File: config.mk
export PLATFORM = sky130hd
export DESIGN_NAME = mon_tx_regs
export DESIGN_NICKNAME = d
export VERILOG_FILES = /design/src/rtl/mon_tx_regs.sv
export SDC_FILE = /design/constraint.sdc
export NUM_CORES = 1
export LEC_CHECK = 0
export BUFFER_PORTS_ARGS = -buffer_cell sky130_fd_sc_hd__buf_2
export CORE_ASPECT_RATIO = 1.1
export CORE_MARGIN = 4
export CORE_UTILIZATION = 53
export CTS_BUF_LIST = sky130_fd_sc_hd__clkbuf_2
export CTS_CLUSTER_DIAMETER = 30
export DETAILED_ROUTE_END_ITERATION = 8
export PLACE_DENSITY = 0.82
export SYNTH_ARGS = -nofsm -noshare
export SYNTH_HDL_FRONTEND = slang
export SYNTH_SLANG_ARGS = --single-unit
File: constraint.sdc
create_clock -name clk -period 1.3 [get_ports clk]
set_input_delay 0.13 -clock clk [delete_from_list [all_inputs] [get_ports clk]]
set_output_delay 0.13 -clock clk [all_outputs]
set_load 0.01 [all_outputs]
File: src/rtl/mon_tx_regs.sv
module mon_tx_regs #(
  parameter int NPORT = 4,
  localparam int AW = $clog2(NPORT + 2)
) (
  input  logic               clk,
  input  logic               rst_n,
  input  logic               soft_rst,
  input  logic               bus_wr,
  input  logic [AW-1:0]      bus_addr,
  input  logic [15:0]        bus_wdata,
  output logic [15:0]        bus_rdata,
  output logic [NPORT-1:0]   tx_req,
  output logic [NPORT-1:0]   tx_eom,
  output logic [NPORT*8-1:0] tx_data,
  input  logic [NPORT-1:0]   tx_ack,
  output logic               irq
);
  localparam logic [AW-1:0] STS_IDX = AW'(NPORT);
  localparam logic [AW-1:0] EN_IDX  = AW'(NPORT + 1);

  logic [7:0]       data_q [NPORT];
  logic [NPORT-1:0] rdy_q, last_q, sts_q, en_q;
  logic [NPORT-1:0] wr_sel, acc, sts_clr;

  always_comb begin
    for (int p = 0; p < NPORT; p++) wr_sel[p] = bus_wr && (bus_addr == AW'(p));
  end

  assign acc     = tx_ack & rdy_q;
  assign sts_clr = (bus_wr && bus_addr == STS_IDX) ? bus_wdata[NPORT-1:0] : '0;

  always_ff @(posedge clk or negedge rst_n) begin
    if (!rst_n) begin
      for (int p = 0; p < NPORT; p++) data_q[p] <= '0;
      rdy_q  <= '0;
      last_q <= '0;
      sts_q  <= '0;
      en_q   <= '0;
    end else if (soft_rst) begin
      for (int p = 0; p < NPORT; p++) data_q[p] <= '0;
      rdy_q  <= '0;
      last_q <= '0;
      sts_q  <= '0;
      en_q   <= '0;
    end else begin
      for (int p = 0; p < NPORT; p++) begin
        if (wr_sel[p]) data_q[p] <= bus_wdata[7:0];
        if (acc[p]) begin
          rdy_q[p]  <= 1'b0;
          last_q[p] <= 1'b0;
        end else if (wr_sel[p]) begin
          last_q[p] <= bus_wdata[9];
          rdy_q[p]  <= bus_wdata[8] & ~(last_q[p] & ~bus_wdata[9]);
        end
      end
      if (bus_wr && bus_addr == EN_IDX) en_q <= bus_wdata[NPORT-1:0];
      sts_q <= acc | (sts_q & ~sts_clr);
    end
  end

  assign tx_req = rdy_q;
  assign tx_eom = rdy_q & last_q;
  assign irq    = |(sts_q & en_q);

  always_comb begin
    for (int p = 0; p < NPORT; p++)
      tx_data[p*8 +: 8] = tx_eom[p] ? 8'hFF : data_q[p];
  end

  always_comb begin
    bus_rdata = '0;
    for (int p = 0; p < NPORT; p++)
      if (bus_addr == AW'(p)) bus_rdata = {6'b0, last_q[p], rdy_q[p], data_q[p]};
    if (bus_addr == STS_IDX) bus_rdata[NPORT-1:0] = sts_q;
    if (bus_addr == EN_IDX)  bus_rdata[NPORT-1:0] = en_q;
  end
endmodule


==> results by group <==
Run status
  • Status: complete, but fails checks
  • Failing checks: negative setup slack

Logic synthesis
  • Synth area leaders: dfrtp_1 (43%), nand2_1 (12%), nand2b_1 (8.8%)
  • Gate Count Post-Synth: 313
  • Seq/Total Area, Yosys: 43.2%
  • Syn_area_per_cell: 8.87 µm²
  • Flops & latches, synth: 48
  • Top FF cell, synth: dfrtp_1
  • Synth top area share: 43.2%
  • YS warnings: 0
  • Commonest cells in the netlist: nand2_1 (88), dfrtp_1 (48), a21oi_1 (44)
  • Largest area contributor in the netlist: dfrtp_1
  • Syn Std Cell Area: 0.00278 mm²
  • Most common cell in the netlist: nand2_1
  • EDFF count, synth: 0
  • Post-synth ARST share: 100%
  • Synth cell types: 32

Pwr
  • Design Power: 2.70 mW
  • Pwr dens: 680 mW/mm²
  • Maximum vdd ir drop: 0.000541 V
  • Pleak: 1.99 nW

Route
  • Mean number of vias per cell: 6.34
  • DRC: 0
  • Remaining antenna violation count: 0
  • Initial drt markers: 482
  • DR WL/cell: 20.5 µm
  • Routed wire length: 10,100 µm
  • Detailed Routing Iterations Pass 1: 7
  • Vias: 3,132

Critical path
  • CP peak stage delay: 0.49 ns
  • Setup Crit Path Kind: flop to output pin
  • R2R Path End: tx_req[3]$_DFFE_PN0P_
  • Slowest CP cell: mux4_2
  • CP Buf/Inv Count: 1
  • R2R Setup Slk: -0.01 ns
  • Startpoint types: flop
  • Reg2Reg Launch Point: tx_req[3]$_DFFE_PN0P_
  • Worst Setup SP: tx_req[3]$_DFFE_PN0P_
  • Arrival time of the worst setup path: 1.70 ns
  • CP top delay family: multiplexers
  • Crit path capture: bus_rdata[8]
  • Cells on worst reg2reg path: 5
  • CP Capture Type: output pin
  • Max FO, Critical Path: 2
  • Crit path required time: 1.17 ns
  • Worst path cell trace: mux4_2 > nor2b_4 > buf_6
  • Cell depth of the worst setup path: 3

CTS
  • Worst-path clk slew: 0.26 ns
  • Clock root cell: clkbuf_2
  • CTS tree: yes
  • Clk_lat worst skew: 0.47 ns
  • Clock sinks: 48
  • Deepest clock path buffer count: 2
  • Num CTS Buffers: 5
  • Max H-tree Level: 2

Layout
  • Register area: 0.00120 mm²
  • Area of the multi-input gates: 0.00164 mm²
  • Number of fill cells: 287
  • Layout cell share with drive strength beyond 1: 36.5%
  • Final Util: 78.8%
  • Ant. Diodes: 0
  • Area Overhead vs Synth: 42.8%
  • Fin nets: 463

Global routing
  • Largest net degree at the start of global routing: 49
  • GRT Total Usage: 28.4%
  • Vias in the first global route: 2,829
  • Initial antenna violation count: 0
  • First-pass GRT wire length: 14,500 µm
  • GR Overflow Total: 0

Floorplanning
  • Core area: 0.00503 mm²
  • Initial core utilization: 55.2%
  • Die height: 83.9 µm
  • Die Wd: 77.0 µm
  • Full die area: 0.00646 mm²
  • Row cnt: 27
  • Num ports: 84

Placement
  • HPWL after detailed placement: 5680 µm
  • Port Buffer Count: 71
  • Routability-driven placement congestion ratio: 0.885

STA
  • RSZ-0062 raised after global routing: yes
  • Max-slew violation count: 0
  • Final Critical Period: 1.83 ns
  • Post-route clock period utilization: 141%
  • Slew headroom: 60.1%
  • Worst-Margin Slew: 0.597 ns
  • Achievable frequency: 547 MHz
  • Final Worst Setup Slack: -0.529 ns
  • Final setup violation count: 52
  • Hold Vio Cnt, Final: 0
  • Clk_skew: 0.00183 ns

Hold path
  • HP Class: primary input to flop

Job
  • Max-Cap Viols: 0
## metrics by stage
step | cells | hold WS, ns | area, µm² | setup TNS [ns] | setup WS (ns)
finish | 494 | 0.0568 | 3970 | -12.85 | -0.529
global route | 494 | 0.0535 | 3970 | -14.99 | -0.562
CTS | 486 | 0.0000458 | 3740 | -9.88 | -0.438
detailed placement | 451 | 0.136 | 3310 | -0.771 | -0.0820
global placement | 451 | 0.133 | 3310 | -0.327 | -0.0698
floorplan | 318 | -0.166 | 2800 | 0 | 0.103
## per-layer routing
metal,global-route usage [%],share of wire (%)
met1,36.2,36
met4,13.4,6.1
met5,0,0
met3,5.72,10
met2,46.1,48
## report_power, final
group / switching [mW] / internal, mW / leakage [nW]
Clock: 0.489 / 0.128 / 0.0288
Combinational: 0.300 / 0.230 / 1.30
Sequential: 0.0266 / 1.53 / 0.666
## kinds of logic (layout without fill, tap and decap cells)
family          after synthesis  count (layout)  share of synthesized area, %
other cells                   1               6                         0.135
simple gates                155             157                          28.7
buf+inv                      30             146                          5.99
compound gates               61              61                          12.7
mux                          18              18                          9.19
flops                        48              48                          43.2
## area by class of cell
cell class | count | share of cell area [%]
clock inverters | 1 | 0.126
inverters | 5 | 0.473
multi-input cells | 242 | 41.3
well taps | 58 | 1.83
clock buffers | 6 | 0.757
repair buffers | 134 | 25.2
flip-flops and latches | 48 | 30.3
## worst min path at each step
| stage | from | slack, ns | endpoint | cells after the start |
|---|---|---|---|---|
| 2_1_floorplan | rst_n | -0.17 | data_q[0]$_DFFE_PN0P_ | 0 |
| 3_3_place_gp | rst_n | 0.13 | tx_req[0]$_DFFE_PN0P_ | 2 |
| 3_5_place_dp | rst_n | 0.14 | tx_req[0]$_DFFE_PN0P_ | 2 |
| 4_1_cts | bus_wdata[2] | 0.00005 | data_q[26]$_DFFE_PN0P_ | 3 |
| 5_1_grt | soft_rst | 0.05 | sts_q[0]$_DFF_PN0_ | 2 |
| 6_report | soft_rst | 0.06 | sts_q[3]$_DFF_PN0_ | 2 |
## flip-flops by register name, indices dropped and copies added, names as in the netlist
register  count
en_q          4
data_q       32
sts_q         4
tx_req        4
last_q        4
## cell usage in the layout (no fill, tap or decap), drive strengths merged, types with 3 or more instances in the layout
cell / Yosys / layout
a21oi: 44 / 44
nand2b: 39 / 39
clkbuf: 7 / 6
nand3b: 4 / 4
dlygate4sd3: 0 / 15
o21a: 4 / 4
mux2i: 12 / 12
a311oi: 4 / 4
dfrtp: 48 / 48
buf: 18 / 119
conb: 1 / 6
nor2b: 6 / 6
nand2: 88 / 90
mux4: 6 / 6
o221ai: 4 / 4
inv: 5 / 5
nand3: 3 / 3
nor2: 4 / 4
## what timing repair did
| item | in CTS | in global routing |
|---|---|---|
| setup buffers | 14 | 9 |
| gates cloned | 1 | 1 |
| setup endpoints to repair | 49 | 51 |
| endpoints found under the hold margin | 86 | 3 |
| pin swaps | 7 | 5 |
| hold buffers | 14 | 1 |
| gates resized for setup | 29 | 31 |
No activity file was read; power rests on OpenSTA's default activity.
